### config.mk
export PLATFORM = sky130hd
export DESIGN_NAME = lseq_top
export DESIGN_NICKNAME = d
export VERILOG_FILES = /design/src/rtl/lseq_pkg.sv /design/src/rtl/lseq_fetch.sv /design/src/rtl/lseq_pingpong.sv /design/src/rtl/lseq_bank_fanout.sv /design/src/rtl/lseq_ctrl.sv /design/src/rtl/lseq_top.sv
export SDC_FILE = /design/constraint.sdc
export NUM_CORES = 1
export LEC_CHECK = 0
export BUFFER_PORTS_ARGS = -buffer_cell sky130_fd_sc_hd__buf_4
export CAP_MARGIN = 20
export CORE_UTILIZATION = 45
export DETAILED_ROUTE_END_ITERATION = 6
export GPL_ROUTABILITY_DRIVEN = 0
export PLACE_DENSITY = 0.76
export SETUP_SLACK_MARGIN = 0.05
export SLEW_MARGIN = 40
export SYNTH_ARGS = -nofsm -noshare
export SYNTH_HDL_FRONTEND = slang
export SYNTH_SLANG_ARGS = --single-unit
### constraint.sdc
create_clock -name clk_i -period 4.8 [get_ports clk_i]
set_input_delay 0 -clock clk_i [delete_from_list [all_inputs] [get_ports clk_i]]
set_output_delay 0 -clock clk_i [all_outputs]
set_load 0.005 [all_outputs]
### src/rtl/lseq_pkg.sv
package lseq_pkg;
  typedef enum logic [1:0] {
    SRC_INBUF = 2'd0,
    SRC_PP_A  = 2'd1,
    SRC_PP_B  = 2'd2
  } src_e;

  typedef enum logic [2:0] {
    ST_IDLE, ST_LOAD, ST_FETCH, ST_WAIT, ST_COMP, ST_QUANT, ST_WB, ST_DONE
  } state_e;
endpackage

### src/rtl/lseq_fetch.sv
module lseq_fetch #(
  parameter int ADDR_W    = 12,
  parameter int FETCH_LAT = 30
) (
  input  logic              clk_i,
  input  logic              rst_ni,
  input  logic              req_i,
  input  logic [ADDR_W-1:0] addr_i,
  output logic              issue_o,
  output logic              ready_o
);
  localparam int CNT_W = (FETCH_LAT > 2) ? $clog2(FETCH_LAT) : 1;

  logic [ADDR_W-1:0] last_q;
  logic              last_vld_q;
  logic              wait_q;
  logic [CNT_W-1:0]  cnt_q;
  logic              hit;

  assign hit     = last_vld_q && (last_q == addr_i);
  assign issue_o = req_i && !hit;
  assign ready_o = (req_i && hit) || (wait_q && (cnt_q == '0));

  always_ff @(posedge clk_i or negedge rst_ni) begin
    if (!rst_ni) begin
      last_q     <= '0;
      last_vld_q <= 1'b0;
      wait_q     <= 1'b0;
      cnt_q      <= '0;
    end else if (issue_o) begin
      last_q     <= addr_i;
      last_vld_q <= 1'b1;
      wait_q     <= 1'b1;
      cnt_q      <= CNT_W'(FETCH_LAT - 2);
    end else if (wait_q) begin
      if (cnt_q == '0) wait_q <= 1'b0;
      else             cnt_q  <= cnt_q - 1'b1;
    end
  end
endmodule

### src/rtl/lseq_pingpong.sv
module lseq_pingpong
  import lseq_pkg::*;
(
  input  logic clk_i,
  input  logic rst_ni,
  input  logic first_i,
  input  logic adv_i,
  output src_e src_o,
  output logic dst_o
);
  logic first_q;
  logic dst_q;

  always_ff @(posedge clk_i or negedge rst_ni) begin
    if (!rst_ni) begin
      first_q <= 1'b1;
      dst_q   <= 1'b0;
    end else if (first_i) begin
      first_q <= 1'b1;
      dst_q   <= 1'b0;
    end else if (adv_i) begin
      first_q <= 1'b0;
      dst_q   <= ~dst_q;
    end
  end

  // source is whichever half the previous layer filled
  always_comb begin
    if (first_q)    src_o = SRC_INBUF;
    else if (dst_q) src_o = SRC_PP_A;
    else            src_o = SRC_PP_B;
  end
  assign dst_o = dst_q;
endmodule

### src/rtl/lseq_bank_fanout.sv
module lseq_bank_fanout #(
  parameter int NUM_BANKS = 8,
  parameter int ADDR_W    = 12
) (
  input  logic [ADDR_W-1:0]           addr_i,
  input  logic                        en_i,
  output logic [NUM_BANKS*ADDR_W-1:0] bank_addr_o,
  output logic [NUM_BANKS-1:0]        bank_en_o
);
  for (genvar g = 0; g < NUM_BANKS; g++) begin : g_bank
    assign bank_addr_o[g*ADDR_W +: ADDR_W] = addr_i;
    assign bank_en_o[g]                    = en_i;
  end
endmodule

### src/rtl/lseq_ctrl.sv
module lseq_ctrl
  import lseq_pkg::*;
#(
  parameter int ADDR_W     = 12,
  parameter int HALF_DEPTH = 64,
  parameter int MAX_LAYERS = 16,
  localparam int LEN_W     = $clog2(HALF_DEPTH + 1),
  localparam int IDX_W     = $clog2(HALF_DEPTH),
  localparam int LAYER_W   = $clog2(MAX_LAYERS)
) (
  input  logic               clk_i,
  input  logic               rst_ni,
  input  logic               start_i,
  input  logic [LAYER_W-1:0] last_layer_i,
  input  logic [ADDR_W-1:0]  desc_base_i,
  input  logic [LEN_W-1:0]   desc_in_len_i,
  input  logic [LEN_W-1:0]   desc_out_cnt_i,
  input  logic               fetch_ready_i,
  output logic               fetch_req_o,
  output logic [ADDR_W-1:0]  fetch_addr_o,
  output logic               pp_first_o,
  output logic               pp_adv_o,
  output logic [LAYER_W-1:0] layer_o,
  output logic               busy_o,
  output logic               done_o,
  output logic               err_o,
  output logic               wgt_vld_o,
  output logic               mac_en_o,
  output logic               quant_o,
  output logic               rd_en_o,
  output logic [IDX_W-1:0]   rd_addr_o,
  output logic               wr_en_o,
  output logic [IDX_W-1:0]   wr_addr_o
);
  state_e             st_q, st_d;
  logic [LAYER_W-1:0] layer_q, last_layer_q;
  logic [ADDR_W-1:0]  base_q;
  logic [LEN_W-1:0]   len_q, cnt_q;
  logic [IDX_W-1:0]   in_q, out_q;
  logic               err_q;
  logic               desc_bad, last_in, last_out, last_layer;

  assign desc_bad = (desc_in_len_i == '0) || (desc_in_len_i > LEN_W'(HALF_DEPTH)) ||
                    (desc_out_cnt_i == '0) || (desc_out_cnt_i > LEN_W'(HALF_DEPTH));
  assign last_in    = in_q  == IDX_W'(len_q - 1'b1);
  assign last_out   = out_q == IDX_W'(cnt_q - 1'b1);
  assign last_layer = layer_q == last_layer_q;

  always_comb begin
    st_d = st_q;
    unique case (st_q)
      ST_IDLE:  if (start_i) st_d = ST_LOAD;
      ST_LOAD:  st_d = desc_bad ? ST_IDLE : ST_FETCH;
      ST_FETCH: st_d = fetch_ready_i ? ST_COMP : ST_WAIT;
      ST_WAIT:  if (fetch_ready_i) st_d = ST_COMP;
      ST_COMP:  if (last_in) st_d = ST_QUANT;
      ST_QUANT: st_d = ST_WB;
      ST_WB: begin
        if (!last_out)       st_d = ST_FETCH;
        else if (last_layer) st_d = ST_DONE;
        else                 st_d = ST_LOAD;
      end
      ST_DONE:  st_d = ST_IDLE;
      default:  st_d = ST_IDLE;
    endcase
  end

  always_ff @(posedge clk_i or negedge rst_ni) begin
    if (!rst_ni) begin
      st_q         <= ST_IDLE;
      layer_q      <= '0;
      last_layer_q <= '0;
      base_q       <= '0;
      len_q        <= '0;
      cnt_q        <= '0;
      in_q         <= '0;
      out_q        <= '0;
      err_q        <= 1'b0;
    end else begin
      st_q <= st_d;
      unique case (st_q)
        ST_IDLE: if (start_i) begin
          layer_q      <= '0;
          last_layer_q <= last_layer_i;
          err_q        <= 1'b0;
        end
        ST_LOAD: begin
          if (desc_bad) err_q <= 1'b1;
          base_q <= desc_base_i;
          len_q  <= desc_in_len_i;
          cnt_q  <= desc_out_cnt_i;
          out_q  <= '0;
        end
        ST_FETCH: in_q <= '0;
        ST_COMP:  if (!last_in) in_q <= in_q + 1'b1;
        ST_WB: begin
          if (!last_out)        out_q   <= out_q + 1'b1;
          else if (!last_layer) layer_q <= layer_q + 1'b1;
        end
        default: ;
      endcase
    end
  end

  assign fetch_req_o  = st_q == ST_FETCH;
  assign fetch_addr_o = base_q + ADDR_W'(out_q);
  assign pp_first_o   = (st_q == ST_IDLE) && start_i;
  assign pp_adv_o     = (st_q == ST_WB) && last_out && !last_layer;
  assign layer_o      = layer_q;
  assign busy_o       = st_q != ST_IDLE;
  assign done_o       = st_q == ST_DONE;
  assign err_o        = err_q;
  assign mac_en_o     = st_q == ST_COMP;
  assign wgt_vld_o    = (st_q == ST_COMP) && (in_q == '0);
  assign quant_o      = st_q == ST_QUANT;
  assign rd_en_o      = st_q == ST_COMP;
  assign rd_addr_o    = in_q;
  assign wr_en_o      = st_q == ST_WB;
  assign wr_addr_o    = out_q;
endmodule

### src/rtl/lseq_top.sv
module lseq_top
  import lseq_pkg::*;
#(
  parameter int NUM_BANKS  = 8,
  parameter int ADDR_W     = 12,
  parameter int FETCH_LAT  = 30,
  parameter int HALF_DEPTH = 64,
  parameter int MAX_LAYERS = 16,
  localparam int LEN_W     = $clog2(HALF_DEPTH + 1),
  localparam int IDX_W     = $clog2(HALF_DEPTH),
  localparam int LAYER_W   = $clog2(MAX_LAYERS)
) (
  input  logic                        clk_i,
  input  logic                        rst_ni,
  input  logic                        start_i,
  input  logic [LAYER_W-1:0]          last_layer_i,
  output logic                        busy_o,
  output logic                        done_o,
  output logic                        err_o,
  output logic [LAYER_W-1:0]          layer_o,
  input  logic [ADDR_W-1:0]           desc_base_i,
  input  logic [LEN_W-1:0]            desc_in_len_i,
  input  logic [LEN_W-1:0]            desc_out_cnt_i,
  output logic [NUM_BANKS*ADDR_W-1:0] bank_addr_o,
  output logic [NUM_BANKS-1:0]        bank_rd_en_o,
  output logic                        wgt_vld_o,
  output logic                        mac_en_o,
  output logic                        quant_o,
  output logic                        buf_rd_en_o,
  output logic [1:0]                  buf_rd_src_o,
  output logic [IDX_W-1:0]            buf_rd_addr_o,
  output logic                        buf_wr_en_o,
  output logic                        buf_wr_half_o,
  output logic [IDX_W-1:0]            buf_wr_addr_o
);
  logic              fetch_req, fetch_issue, fetch_ready;
  logic [ADDR_W-1:0] fetch_addr;
  logic              pp_first, pp_adv;
  src_e              pp_src;

  lseq_ctrl #(
    .ADDR_W(ADDR_W), .HALF_DEPTH(HALF_DEPTH), .MAX_LAYERS(MAX_LAYERS)
  ) i_ctrl (
    .clk_i, .rst_ni, .start_i, .last_layer_i,
    .desc_base_i, .desc_in_len_i, .desc_out_cnt_i,
    .fetch_ready_i (fetch_ready),
    .fetch_req_o   (fetch_req),
    .fetch_addr_o  (fetch_addr),
    .pp_first_o    (pp_first),
    .pp_adv_o      (pp_adv),
    .layer_o, .busy_o, .done_o, .err_o,
    .wgt_vld_o, .mac_en_o, .quant_o,
    .rd_en_o   (buf_rd_en_o),
    .rd_addr_o (buf_rd_addr_o),
    .wr_en_o   (buf_wr_en_o),
    .wr_addr_o (buf_wr_addr_o)
  );

  lseq_fetch #(.ADDR_W(ADDR_W), .FETCH_LAT(FETCH_LAT)) i_fetch (
    .clk_i, .rst_ni,
    .req_i   (fetch_req),
    .addr_i  (fetch_addr),
    .issue_o (fetch_issue),
    .ready_o (fetch_ready)
  );

  lseq_pingpong i_pp (
    .clk_i, .rst_ni,
    .first_i (pp_first),
    .adv_i   (pp_adv),
    .src_o   (pp_src),
    .dst_o   (buf_wr_half_o)
  );

  lseq_bank_fanout #(.NUM_BANKS(NUM_BANKS), .ADDR_W(ADDR_W)) i_fanout (
    .addr_i      (fetch_addr),
    .en_i        (fetch_issue),
    .bank_addr_o (bank_addr_o),
    .bank_en_o   (bank_rd_en_o)
  );

  assign buf_rd_src_o = pp_src;
endmodule

Yosys cells after proc, flatten, opt, wreduce, memory -nomap -nowiden
Index checks and enable logic that the tools add are counted.
{"block": "totals", "ff_bits": 69, "in_bits": 33, "output_inout_bits": 131}
{"block": "op_classes", "n_addsub": 7, "order_cmp": 2, "eq_ne": 20, "n_mux": 31, "bitwise_logic": 1, "reduce_logical": 33}
{"operator": "3-bit one-hot mux with 8 select lines", "n": 1}
{"operator": "6-bit one-hot mux with 2 select lines", "n": 2}
{"operator": "3-bit two-way mux", "n": 6}
{"operator": "5-bit two-way mux", "n": 3}
{"operator": "7-bit > comparator, second input constant", "n": 2}
{"operator": "7-bit zero test", "n": 2}
{"operator": "12-bit by 6-bit adder with 12-bit output", "n": 1}
{"operator": "6-bit by 1-bit adder with 6-bit output, second input constant", "n": 2}
{"operator": "12-bit equality test", "n": 1}
{"operator": "3-bit equality test, second input constant", "n": 4}
{"operator": "6-bit equality test", "n": 2}
{"operator": "4-bit two-way mux", "n": 3}
{"operator": "6-bit two-way mux", "n": 2}
{"operator": "2-bit nonzero test", "n": 6}
{"operator": "6-bit by 1-bit subtractor with 6-bit output, second input constant", "n": 2}
{"operator": "2-bit inequality test, second input constant", "n": 5}
{"operator": "1-bit two-way mux", "n": 9}
{"operator": "1-bit logical AND", "n": 8}
{"operator": "2-bit by 1-bit inequality test with 1-bit output, second input constant", "n": 4}
{"operator": "4-bit one-hot mux with 2 select lines", "n": 1}
{"operator": "2-bit AND reduction", "n": 4}
{"operator": "3-bit by 2-bit equality test with 1-bit output, second input constant", "n": 2}
{"operator": "6-bit zero test", "n": 1}
{"operator": "2-bit two-way mux", "n": 3}
{"operator": "13 further kinds", "n": 18}

Longest topological paths before layout
Gate-level depths: netlist of run 1.
{"block": "depth", "ltp_word": 7, "ltp_mapped": 13, "depth_no_buf": 11}

Modules after synthesis
Synthesis of run 1 repeated with hierarchy kept, for this count alone.
{"block": "unflattened", "cells_unflattened": 521, "hier_area_um2": 4722.0}
{"mod": "lseq_ctrl", "n_inst": 1, "cells_per_inst": 334, "area_each_um2": 2912.8, "seq_area_each_um2": 1201.2}
{"mod": "lseq_fetch", "n_inst": 1, "cells_per_inst": 75, "area_each_um2": 943.4, "seq_area_each_um2": 475.5}
{"mod": "lseq_bank_fanout", "n_inst": 1, "cells_per_inst": 104, "area_each_um2": 780.7, "seq_area_each_um2": 0.0}
{"mod": "lseq_pingpong", "n_inst": 1, "cells_per_inst": 8, "area_each_um2": 85.1, "seq_area_each_um2": 51.3}

Worst setup path after synthesis of run 1
OpenSTA, ideal clock, no wires.
{"block": "synth_timing", "kind": "register to register", "start": "register i_ctrl.out_q[0] (netlist: i_ctrl.wr_addr_o[0])", "end": "register i_fetch.last_q[4]", "setup_ns": 0.125, "t_arrival_ns": 3.181, "t_required_ns": 4.675, "path_slack_ns": 1.494, "stages_incl_launch_ff": 14, "path_buffers": 2, "synth_period_minus_slack_ns": 3.306, "cell_sequence": "dfrtp_1 ha_1 inv_1 fa_1 xnor2_1 xnor2_1 nand4_1 nor4b_2 and4b_1 nand4b_1 and2_1 buf_6 buf_8 mux2_4"}
{"block": "synth_between", "elab_chain_cells": 5}
{"element": "start: declaration", "line": "lseq_ctrl.sv:39", "rtl": "logic [IDX_W-1:0] in_q, out_q;"}
{"element": "start signal: assignment", "line": "lseq_ctrl.sv:97", "rtl": "if (!last_out) out_q <= out_q + 1'b1;"}
{"element": "12-bit by 6-bit adder with 12-bit output", "line": "lseq_ctrl.sv:106", "rtl": "assign fetch_addr_o = base_q + ADDR_W'(out_q);"}
{"element": "via bank_addr_o[2]", "line": "lseq_top.sv:24", "rtl": "output logic [NUM_BANKS*ADDR_W-1:0] bank_addr_o,"}
{"element": "12-bit equality test", "line": "lseq_fetch.sv:20", "rtl": "assign hit = last_vld_q && (last_q == addr_i);"}
{"element": "1-bit logical AND", "line": "lseq_fetch.sv:20"}
{"element": "1-bit zero test", "line": "lseq_fetch.sv:21", "rtl": "assign issue_o = req_i && !hit;"}
{"element": "1-bit logical AND", "line": "lseq_fetch.sv:21"}
{"element": "via fetch_issue", "line": "lseq_top.sv:36", "rtl": "logic fetch_req, fetch_issue, fetch_ready;"}
{"element": "end signal: assignment", "line": "lseq_fetch.sv:31", "rtl": "last_q <= addr_i;"}
{"element": "end: declaration", "line": "lseq_fetch.sv:14", "rtl": "logic [ADDR_W-1:0] last_q;"}
The timed path passes the listed nets, and every way through them passes these cells.
A chain may end at the register's enable or synchronous reset.

Final worst setup path of run 1
{"block": "layout_timing", "start": "register i_ctrl.out_q[0] (netlist: i_ctrl.wr_addr_o[0])", "end": "output port bank_rd_en_o[7]"}
{"block": "layout_between", "elab_chain_cells": 5}
{"element": "12-bit by 6-bit adder with 12-bit output", "line": "lseq_ctrl.sv:106"}
{"element": "12-bit equality test", "line": "lseq_fetch.sv:20"}
{"element": "1-bit logical AND", "line": "lseq_fetch.sv:20"}
{"element": "1-bit zero test", "line": "lseq_fetch.sv:21"}
{"element": "1-bit logical AND", "line": "lseq_fetch.sv:21"}
{"element": "end: declaration", "line": "lseq_top.sv:25", "rtl": "output logic [NUM_BANKS-1:0] bank_rd_en_o,"}
No other way between the ends.

==> impl_metrics.sql, run 1 <==
INSERT INTO impl_metrics (metric_group, metric, value, unit) VALUES
('timing', 'max_freq', '292', 'MHz'),
('yosys', 'postSynthAreaPerCell', '9.48', 'um2'),
('timing', 'final_critical_delay_including_setup_and_external_delays', '3.42', 'ns'),
('placed_design', 'pre_cts_slack', '1.30', 'ns'),
('pwr', 'peakVddDrop', '0.112', 'mV'),
('yosys', 'synth-seq-cells', '69', ''),
('clocking', 'cts.sink_count', '69', ''),
('yosys', 'post_synth_main_area_contributors', 'dfrtp_1 36%, buf_4 15%, xnor2_1 6.3%', ''),
('floorplan', 'die_height', '105', 'um'),
('yosys', 'synth-adder-area-share', '0.0385', ''),
('yosys', 'synth_enable_flop_cells', '0', ''),
('flow_run', 'drv.max_cap_violation_count', '0', ''),
('yosys', 'synth_nets', '547', ''),
('route', 'routedWlPerCell', '14.6', 'um'),
('worst_setup_path', 'worst-endpoint-required', '4.80', 'ns'),
('timing', 'final.setup_skew', '0.00540', 'ns'),
('clocking', 'cts_tree', 'done', ''),
('floorplan', 'die_w', '105', 'um'),
('worst_setup_path', 'end_kind', 'output port', ''),
('clocking', 'clockBufferDepth', '2', ''),
('yosys', 'yosys_most_used_dff', 'dfrtp_1', ''),
('clocking', 'cts_resized', '0', ''),
('route', 'dr_total_vias', '3714', ''),
('timing', 'slew_headroom', '0.520', ''),
('clocking', 'cts_root_buf', 'clkbuf_8', ''),
('cells_and_area', 'post_layout_inst_area', '5910', 'um2'),
('route', 'first_pass_iters', '4', ''),
('clocking', 'cts.clk_slew.worst_paths', '0.07', 'ns'),
('route', 'initial_detailed_routing_violation_count', '209', ''),
('clocking', 'post_cts_hold_buffer_count', '29', ''),
('run_status', 'status', 'finished, final reports clean', ''),
('global_routing', 'number_of_global_route_vias_before_repair', '3603', ''),
('route', 'vias_per_cell', '5.03', ''),
('clocking', 'cts-htree-levels', '3', ''),
('yosys', 'post_synth_mux_area_share', '0.0710', ''),
('yosys', 'post_synth_and_or_nand_nor_area_fraction', '0.154', ''),
('yosys', 'synth_top_family_by_area', 'buffers and inverters', ''),
('cells_and_area', 'most_frequent_cells_in_the_layout', '164 x buf_4, 68 x dfrtp_1, 46 x nand2_1, 34 x xnor2_1, 29 x dlygate4sd3_1', ''),
('yosys', 'netlist.area_leader.share', '0.359', ''),
('yosys', 'synthArstFlopShare', '1.00', ''),
('global_routing', 'grt_first_pass_wirelength', '17600', 'um'),
('cells_and_area', 'final-instance-count-excl-fill', '738', ''),
('worst_setup_path', 'timing_worst_setup_path_type', 'reg -> out', ''),
('timing', 'report.final.slew_viol_count', '0', ''),
('timing', 'finalCritPeriodShare', '0.712', ''),
('yosys', 'synth_seq_area_share', '0.364', ''),
('route', 'totalWireLength', '10800', 'um'),
('clocking', 'number_of_buffers_inserted_by_post_cts_setup_repair', '0', ''),
('worst_setup_path', 'timing.critical_path.from_type', 'flip-flop', ''),
('worst_setup_path', 'timing.critical_path.fanout_max', '22', ''),
('global_routing', 'pin_count_of_the_biggest_net_entering_global_routing', '70', ''),
('clocking', 'clk_latency', '0.35', 'ns'),
('route', 'drc', '0', ''),
('placed_design', 'portBuffers', '163', ''),
('cells_and_area', 'filler_cell_count', '868', ''),
('yosys', 'synth-compound-area-share', '0.0858', ''),
('timing', 'totalNegativeSetupSlack', '0', 'ns'),
('worst_setup_path', 'timing.critical_path.arrival', '3.42', 'ns'),
('hold_path', 'timing.hold.worst.class', 'in -> reg', ''),
('global_routing', 'antenna_found_initial', '0', ''),
('floorplan', 'core_area', '10300', 'um2'),
('timing', 'finalSetupViolCount', '0', ''),
('floorplan', 'fp.dieArea', '11000', 'um2'),
('placed_design', 'placed_cell_area', '5380', 'um2'),
('cells_and_area', 'n_antenna_cell', '0', ''),
('floorplan', 'floorplan.initialDensity', '0.461', ''),
('clocking', 'total_cts_buffers', '9', ''),
('yosys', 'synth-xor-area-share', '0.107', ''),
('yosys', 'synthDistinctLibCells', '57', ''),
('route', 'count_of_antenna_violating_nets_left_after_detailed_routing', '0', ''),
('timing', 'worst-slew-pin-transition', '0.715', 'ns');
power by group:
group	total (W)	internal, W	switching [W]	leakage (nW)
logic	0.0000542	0.0000332	0.0000211	2.03
clock network	0.000577	0.000345	0.000231	0.116
registers	0.000581	0.000581	0	0.898
critical path: stages (launching register included):
cell and delay [ns]:
dfrtp_1 0.46, ha_1 0.26, inv_1 0.08, fa_1 0.45, xnor2_1 0.15, a311oi_1 0.27, nand4_1 0.15, nor4b_2 0.32
and4b_1 0.23, nand4b_1 0.12, and2_2 0.38, buf_4 0.21
layer usage:
| metal | part of all wire | track usage | wire, um | vias to the layer above |
|---|---|---|---|---|
| met3 | 0.055 | 0.0412 | 594 | 14 |
| met2 | 0.50 | 0.354 | 5330 | 138 |
| li1 | - | - | - | 1791 |
| met5 | 0 | 0 | 0 | - |
| met4 | 0.018 | 0.0805 | 190 | 0 |
| met1 | 0.43 | 0.244 | 4650 | 1771 |
final cells by class:
| type | count | area [um2] | share of cell area |
|---|---|---|---|
| timing repair buffer | 194 | 1530 | 0.259 |
| clock inverter | 6 | 111 | 0.0188 |
| sequential | 69 | 1730 | 0.292 |
| multi-input combinational | 304 | 2170 | 0.367 |
| clock buffer | 10 | 128 | 0.0216 |
| tap | 136 | 170 | 0.0288 |
| inverter | 19 | 71.3 | 0.0121 |
metrics by stage:
step / hold WS (ns) / utilization / power (W)
after floorplan: -0.296 / - / 0.000594
after global placement: 0.163 / 0.523 / 0.000627
after detailed placement: 0.0530 / 0.523 / 0.000628
after CTS: 0.0180 / 0.575 / 0.00122
after global routing: 0.0333 / 0.575 / 0.00126
final: 0.0297 / 0.575 / 0.00121
registers in the layout, summed over array words and instances (netlist names):
name	cells
i_fetch.last_q	12
i_ctrl.cnt_q	6
i_pp.dst_o	1
i_ctrl.last_layer_q	4
i_fetch.wait_q	1
i_fetch.last_vld_q	1
i_fetch.cnt_q	5
i_ctrl.err_o	1
i_ctrl.wr_addr_o	6
i_ctrl.st_q	3
i_pp.first_q	1
i_ctrl.rd_addr_o	6
i_ctrl.base_q	12
i_ctrl.layer_o	4
i_ctrl.len_q	6
synthesized netlist by cell type, types with 8 or more instances:
master    instances
dfrtp_1          68
nor2_1           25
buf_4            94
nand3_1          16
ha_1             13
nand2_1          46
o21ai_0          21
xnor2_1          34
nor3_1           11
mux2_2           25
inv_1            19
xor2_1           16
a21oi_1          10
clkbuf_1          9
nand2b_1          8
path summary, 6_finish.rpt:
check / start / endpoint / slack, ns / cells past startpoint
worst max register to register: i_ctrl.wr_addr_o[0] / i_fetch.last_q[7] / 1.48 / 11
worst max-delay path: i_ctrl.wr_addr_o[0] / bank_rd_en_o[7] / 1.38 / 11
worst min register to register: i_pp.first_q / i_pp.first_q / 0.48 / 2
worst min-delay path: desc_out_cnt_i[6] / i_ctrl.st_q[1] / 0.03 / 4
max in group asynchronous: rst_ni / i_ctrl.last_layer_q[3] / 4.14 / 2
min in group asynchronous: rst_ni / i_ctrl.rd_addr_o[5] / 0.21 / 2
kinds of logic (layout without fill, tap and decap cells):
kind of cell / count (synthesis) / count (layout)
and+or+nand+nor: 147 / 147
buffers and inverters: 127 / 229
DFF: 69 / 69
AOI/OAI and AO/OA: 61 / 61
xor gates and xnor gates: 53 / 53
muxes: 29 / 29
adders and majority gates: 14 / 14
Power figures use the tool's default switching activity.
==> run 2, diff against run 1 <==
==> constraint.sdc (replaced) <==
create_clock -name clk_i -period 3.3 [get_ports clk_i]
set_input_delay 0 -clock clk_i [delete_from_list [all_inputs] [get_ports clk_i]]
set_output_delay 0 -clock clk_i [all_outputs]
set_load 0.005 [all_outputs]
==> run 2 against run 1 <==
Against the previous run:
- hold slack better by 0.011 ns
- via count rose by 2.9%
- design area rose by 1.1%
- sequential power grew 45%
- first-iteration DRC count shrank 36%
- clock skew is 0.012 ns higher
- critical endpoint is now bank_rd_en_o[1]
- register-to-register slack lost 1.2 ns
- global-route usage is 0.25 points lower
- wire length decreased by 0.85%
==> impl_metrics.sql, run 2 (synthesis gave the netlist of run 1 again) <==
INSERT INTO impl_metrics (metric_group, metric, value, unit) VALUES
('global_routing', 'grt-ovfl-total', '0', ''),
('timing', 'final.setup_skew', '0.0178', 'ns'),
('worst_setup_path', 'timing.critical_path.fanout_max', '10', ''),
('worst_setup_path', 'timing_worst_setup_path_type', 'reg -> out', ''),
('worst_setup_path', 'timing.critical_path.arrival', '3.08', 'ns'),
('clocking', 'cts_tree', 'done', ''),
('cells_and_area', 'top_registers', 'i_ctrl.base_q x12, i_fetch.last_q x12', ''),
('timing', 'finalCritPeriodShare', '0.933', ''),
('placed_design', 'pre_cts_slack', '0.165', 'ns'),
('hold_path', 'timing.hold.worst.class', 'in -> reg', ''),
('floorplan', 'fp.dieArea', '11000', 'um2'),
('run_status', 'status', 'finished, final reports clean', ''),
('route', 'routedWlPerCell', '14.2', 'um'),
('cells_and_area', 'syn_to_final_growth', '26.1', '%'),
('route', 'first_pass_iters', '4', ''),
('floorplan', 'floorplan.initialDensity', '0.461', ''),
('floorplan', 'core_area', '10300', 'um2'),
('timing', 'max_freq', '325', 'MHz'),
('placed_design', 'dp_hpwl', '7550', 'um'),
('route', 'dr_total_vias', '3820', ''),
('worst_setup_path', 'critical-path-max-stage-delay', '0.43', 'ns'),
('pwr', 'peakVddDrop', '0.197', 'mV'),
('clocking', 'total_cts_buffers', '9', ''),
('worst_setup_path', 'crit_chain', 'ha_2 -> inv_1 -> fa_1 -> xnor2_1 -> a311oi_1 -> nand4_1 -> nor4b_2 -> and4b_1 -> nand4b_1 -> and2_4 -> buf_4 -> buf_4', ''),
('timing', 'unrepaired_setup_endpoints_after_global_routing', 'no', ''),
('placed_design', 'portBuffers', '163', ''),
('timing', 'final_critical_delay_including_setup_and_external_delays', '3.08', 'ns'),
('timing', 'report.final.slew_viol_count', '0', ''),
('pwr', 'report.power.total', '0.00163', 'W'),
('global_routing', 'track_usage', '0.200', ''),
('route', 'vias_per_cell', '5.09', ''),
('worst_setup_path', 'cp_slowest_cell', 'fa_1', ''),
('global_routing', 'number_of_global_route_vias_before_repair', '3701', ''),
('floorplan', 'ios', '164', ''),
('cells_and_area', 'layout-drive-gt1-share', '0.379', ''),
('clocking', 'cts.sink_count', '69', ''),
('timing', 'slew_headroom', '0.532', ''),
('worst_setup_path', 'critical-path-top-cell-by-count', 'buf_4', ''),
('pwr', 'total_power_per_unit_cell_area', '273', 'nW/um2'),
('worst_setup_path', 'timing.critical_path.from_type', 'flip-flop', ''),
('worst_setup_path', 'end_kind', 'output port', ''),
('cells_and_area', 'n_antenna_cell', '0', ''),
('pwr', 'total_leakage_power', '3.10', 'nW'),
('clocking', 'cts-htree-levels', '3', ''),
('clocking', 'clk_latency', '0.36', 'ns'),
('floorplan', 'die_w', '105', 'um'),
('timing', 'finalSetupViolCount', '0', ''),
('worst_setup_path', 'worst-endpoint-required', '3.30', 'ns'),
('cells_and_area', 'mostFrequentLayoutCell', 'buf_4', ''),
('route', 'totalWireLength', '10700', 'um'),
('route', 'drc', '0', ''),
('cells_and_area', 'design.final.nets', '657', ''),
('timing', 'totalNegativeSetupSlack', '0', 'ns'),
('cells_and_area', 'most_frequent_cells_in_the_layout', '177 x buf_4, 68 x dfrtp_1, 46 x nand2_1, 33 x xnor2_1, 29 x dlygate4sd3_1', ''),
('route', 'count_of_antenna_violating_nets_left_after_detailed_routing', '0', ''),
('clocking', 'cts_root_buf', 'clkbuf_8', ''),
('clocking', 'clockBufferDepth', '2', ''),
('timing', 'setup_slack', '0.221', 'ns'),
('route', 'initial_detailed_routing_violation_count', '133', ''),
('floorplan', 'die_height', '105', 'um'),
('global_routing', 'pin_count_of_the_biggest_net_entering_global_routing', '70', ''),
('worst_setup_path', 'timing.critical_path.buf_inv', '3', ''),
('global_routing', 'antenna_found_initial', '0', ''),
('timing', 'worst-slew-pin-transition', '0.697', 'ns'),
('global_routing', 'grt_first_pass_wirelength', '17800', 'um'),
('flow_run', 'drv.max_cap_violation_count', '0', ''),
('worst_setup_path', 'path_delay_family', 'simple AND/OR/NAND/NOR gates', ''),
('clocking', 'cts.clk_slew.worst_paths', '0.08', 'ns'),
('timing', 'report.final.hold_viol_count', '0', ''),
('floorplan', 'row_count', '37', '');
## run 2: where the power goes
part           switching [W]  internal [W]  total [W]
combinational      0.0000314     0.0000482  0.0000796
clock               0.000349      0.000356   0.000705
sequential                 0      0.000845   0.000845
total               0.000380       0.00125    0.00163
## run 2: worst paths after layout
check	startpoint	endpoint	slack (ns)	depth (start not counted)
worst max-delay path	i_ctrl.wr_addr_o[0]	bank_rd_en_o[1]	0.22	12
max in group asynchronous	rst_ni	i_fetch.cnt_q[3]	2.63	2
worst max register to register	i_ctrl.wr_addr_o[0]	i_fetch.last_q[7]	0.25	12
worst min-delay path	desc_in_len_i[6]	i_ctrl.err_o	0.04	4
min in group asynchronous	rst_ni	i_fetch.last_q[11]	0.22	2
worst min register to register	i_pp.first_q	i_pp.first_q	0.48	2
## run 2: layout make-up
cell class / count / area [um2]
Sequential cell: 69 / 1730
Timing Repair Buffer: 207 / 1630
Clock inverter: 6 / 71.3
Inverter: 19 / 71.3
Fill cell: 900 / 4300
Multi-Input combinational cell: 304 / 2180
Clock buffer: 10 / 128
Tap cell: 136 / 170
## run 2: metrics by stage
step / cells / util / instance area [um2] / hold WS (ns)
4_1_cts: 750 / 0.580 / 5970 / 0.0247
3_5_place_dp: 704 / 0.532 / 5470 / 0.0483
6_report: 751 / 0.582 / 5980 / 0.0408
3_3_place_gp: 704 / 0.532 / 5460 / 0.165
2_1_floorplan: 500 / - / 4750 / -0.296
5_1_grt: 751 / 0.582 / 5980 / 0.0505
## run 2: worst register-to-register path, delay by kind of cell, from the launching register on
family,cells,cell delay (ns)
AO/OA/AOI/OAI,1,0.20
XOR/XNOR,1,0.14
adder cells (fa/ha/maj),2,0.63
buffers and inverters,2,0.25
flip-flops,1,0.39
multiplexers,1,0.31
AND/OR/NAND/NOR,5,0.99
## run 2: metal layers
layer	vias up	track usage	part of all wire
met1	1829	0.233	0.42
met3	24	0.0543	0.064
met5	-	0	0
li1	1810	-	-
met4	0	0.0805	0.024
met2	157	0.348	0.49
## run 2: repair_timing
action / CTS / global route
hold buffers: 29 / 0
hold endpoints to repair: 96 / 0
gates cloned: 0 / 0
buffers inserted: 1 / 1
resized for setup: 2 / 2
setup endpoints to repair: 9 / 16
pin swaps: 0 / 4
==> run 3, diff against run 2 <==
==> constraint.sdc (replaced) <==
create_clock -name clk_i -period 3.81 [get_ports clk_i]
set_input_delay 0 -clock clk_i [delete_from_list [all_inputs] [get_ports clk_i]]
set_output_delay 0 -clock clk_i [all_outputs]
set_load 0.005 [all_outputs]
==> run 3 against run 2 <==
Against the previous run:
- sequential share of layout area is 0.085 points higher
- power hardly changed
- utilization is 0.17 points lower
- wire length hardly changed
- largest cell class unchanged
- critical path depth stayed put
- highest routed layer unchanged
- design area is 0.29% lower
- clock skew is 0.0065 ns lower
- sequential power is 13% lower
- combinational power is 14% lower
==> impl_metrics.sql, run 3 (synthesis gave the netlist of run 1 again) <==
INSERT INTO impl_metrics (metric_group, metric, value, unit) VALUES
('cells_and_area', 'post_layout_inst_area', '5960', 'um2'),
('route', 'drc', '0', ''),
('clocking', 'cts-htree-levels', '3', ''),
('global_routing', 'grt_util_met1', '0.240', ''),
('placed_design', 'portBuffers', '163', ''),
('floorplan', 'fp.dieArea', '11000', 'um2'),
('pwr', 'peakVddDrop', '0.174', 'mV'),
('clocking', 'cts_root_buf', 'clkbuf_8', ''),
('timing', 'final.setup_skew', '0.0113', 'ns'),
('global_routing', 'track_usage', '0.202', ''),
('timing', 'slew_headroom', '0.496', ''),
('worst_setup_path', 'timing.critical_path.fanout_max', '12', ''),
('global_routing', 'grt-ovfl-total', '0', ''),
('worst_setup_path', 'end_kind', 'output port', ''),
('worst_setup_path', 'worst-r2r-cell-count', '12', ''),
('cells_and_area', 'design.final.nets', '645', ''),
('floorplan', 'core_area', '10300', 'um2'),
('timing', 'finalSetupViolCount', '0', ''),
('route', 'vias_per_cell', '5.04', ''),
('global_routing', 'global_route.peak_usage_layer', 'met2', ''),
('clocking', 'clockBufferDepth', '2', ''),
('worst_setup_path', 'critical_path.startpoint', 'i_ctrl.wr_addr_o[0]', ''),
('cells_and_area', 'most_frequent_cells_in_the_layout', '165 x buf_4, 68 x dfrtp_1, 46 x nand2_1, 34 x xnor2_1, 29 x dlygate4sd3_1', ''),
('route', 'initial_detailed_routing_violation_count', '149', ''),
('floorplan', 'row_count', '37', ''),
('pwr', 'share_comb_of_total_power', '0.042', ''),
('clocking', 'total_cts_buffers', '9', ''),
('cells_and_area', 'layout-drive-gt1-share', '0.365', ''),
('floorplan', 'floorplan.initialDensity', '0.461', ''),
('clocking', 'cts.sink_count', '69', ''),
('flow_run', 'drv.max_cap_violation_count', '0', ''),
('timing', 'max_freq', '290', 'MHz'),
('run_status', 'status', 'finished, final reports clean', ''),
('timing', 'unrepaired_setup_endpoints_after_global_routing', 'no', ''),
('global_routing', 'pin_count_of_the_biggest_net_entering_global_routing', '70', ''),
('global_routing', 'antenna_found_initial', '0', ''),
('pwr', 'total_leakage_power', '3.07', 'nW'),
('hold_path', 'worst_hold_path.num_cells', '4', ''),
('global_routing', 'grtUsageMet2', '0.363', ''),
('pwr', 'power.share.clock', '0.509', ''),
('pwr', 'power_report.internal_total', '0.00131', 'W'),
('pwr', 'switchingPower', '0.000318', 'W'),
('worst_setup_path', 'timing.critical_path.from_type', 'flip-flop', ''),
('route', 'routedWlPerCell', '14.4', 'um'),
('placed_design', 'dp_hpwl', '7680', 'um'),
('cells_and_area', 'n_antenna_cell', '0', ''),
('route', 'dr_total_vias', '3727', ''),
('pwr', 'power.share.sequential', '0.449', ''),
('route', 'count_of_antenna_violating_nets_left_after_detailed_routing', '0', ''),
('pwr', 'report.power.total', '0.00163', 'W'),
('pwr', 'total_power_per_unit_cell_area', '274', 'nW/um2'),
('clocking', 'cts_tree', 'done', ''),
('timing', 'report.final.slew_viol_count', '0', ''),
('clocking', 'number_of_buffers_inserted_by_post_cts_setup_repair', '0', ''),
('pwr', 'switching_share', '0.195', ''),
('route', 'first_pass_iters', '5', ''),
('floorplan', 'die_height', '105', 'um'),
('placed_design', 'placed_cell_area', '5380', 'um2'),
('timing', 'final_critical_delay_including_setup_and_external_delays', '3.45', 'ns'),
('global_routing', 'grt_util_met3', '0.0462', ''),
('timing', 'finalCritPeriodShare', '0.905', ''),
('worst_setup_path', 'reg2reg_from', 'i_ctrl.wr_addr_o[0]', ''),
('hold_path', 'timing.hold.worst.start', 'desc_out_cnt_i[6]', ''),
('timing', 'totalNegativeSetupSlack', '0', 'ns'),
('timing', 'fin_hold_ws', '0.0329', 'ns'),
('worst_setup_path', 'worst-endpoint-required', '3.81', 'ns'),
('cells_and_area', 'top_registers', 'i_ctrl.base_q x12, i_fetch.last_q x12', ''),
('timing', 'worst-slew-pin-transition', '0.750', 'ns'),
('clocking', 'clk_latency', '0.35', 'ns'),
('hold_path', 'timing.hold.worst.class', 'in -> reg', ''),
('worst_setup_path', 'timing.critical_path.arrival', '3.45', 'ns'),
('floorplan', 'ios', '164', ''),
('floorplan', 'die_w', '105', 'um'),
('timing', 'report.final.hold_viol_count', '0', ''),
('cells_and_area', 'mostFrequentLayoutCell', 'buf_4', ''),
('route', 'totalWireLength', '10700', 'um'),
('clocking', 'cts.clk_slew.worst_paths', '0.08', 'ns'),
('cells_and_area', 'syn_to_final_growth', '25.7', '%'),
('global_routing', 'number_of_global_route_vias_before_repair', '3598', ''),
('global_routing', 'grt_first_pass_wirelength', '17800', 'um'),
('worst_setup_path', 'timing_worst_setup_path_type', 'reg -> out', '');
-- run 3: cell count changes in the layout (fill, tap and decap cells not counted), moves of 2 or more --
cell	delta
buf_4	-12
bufinv_16	+3
clkbuf_8	+2
clkinvlp_4	-2
-- run 3: per-stage QoR --
step	util	worst slack, ns	cells
6_report	0.580	0.362	739
5_1_grt	0.580	0.0513	739
4_1_cts	0.579	0.209	739
3_5_place_dp	0.524	0.444	694
3_3_place_gp	0.523	0.582	694
2_1_floorplan	-	0.504	500
-- run 3: layout make-up --
class / count / area (um2)
clock buffer: 11 / 151
sequential: 69 / 1730
tap: 136 / 170
timing repair buffer: 195 / 1540
inverter: 19 / 71.3
clock inverter: 5 / 129
multi-input combinational: 304 / 2170
fill: 882 / 4320
-- run 3: worst paths after layout --
kind                       slack [ns]             endpoint
max reg2reg                      0.52     i_fetch.cnt_q[2]
min reg2reg                      0.47         i_pp.first_q
min in group asynchronous        0.21  i_ctrl.rd_addr_o[5]
min                              0.03       i_ctrl.st_q[1]
max                              0.36      bank_rd_en_o[7]
max in group asynchronous        3.16     i_ctrl.base_q[6]
-- run 3: power by group through the flow --
stage          sequential [W]  combinational (W)  clock, W
5_1_grt              0.000732          0.0000749  0.000872
2_1_floorplan        0.000746         0.00000246         0
6_report             0.000732          0.0000685  0.000830
4_1_cts              0.000732          0.0000691  0.000844
3_3_place_gp         0.000746          0.0000440         0
3_5_place_dp         0.000746          0.0000454         0
-- run 3: critical path, cell delays in order (launching register included) --
cell	delay (ns)
dfrtp_1	0.46
ha_1	0.25
inv_1	0.07
fa_1	0.47
xnor2_1	0.15
a311oi_1	0.25
nand4_1	0.16
nor4b_2	0.27
and4b_1	0.21
nand4b_1	0.12
and2_2	0.34
buf_4	0.21
buf_4	0.14
-- run 3: routing by layer --
layer / part of all wire / vias up / routed length, um
met5: 0 / - / 0
met4: 0.013 / 0 / 139
met3: 0.057 / 14 / 612
met2: 0.51 / 143 / 5420
met1: 0.42 / 1786 / 4510
li1: - / 1784 / -
-- run 3: timing repair --
action,in CTS,in global routing
gates resized for setup,0,1
hold buffers,29,0
hold endpoints to repair,96,0
endpoints found under the setup margin,0,8
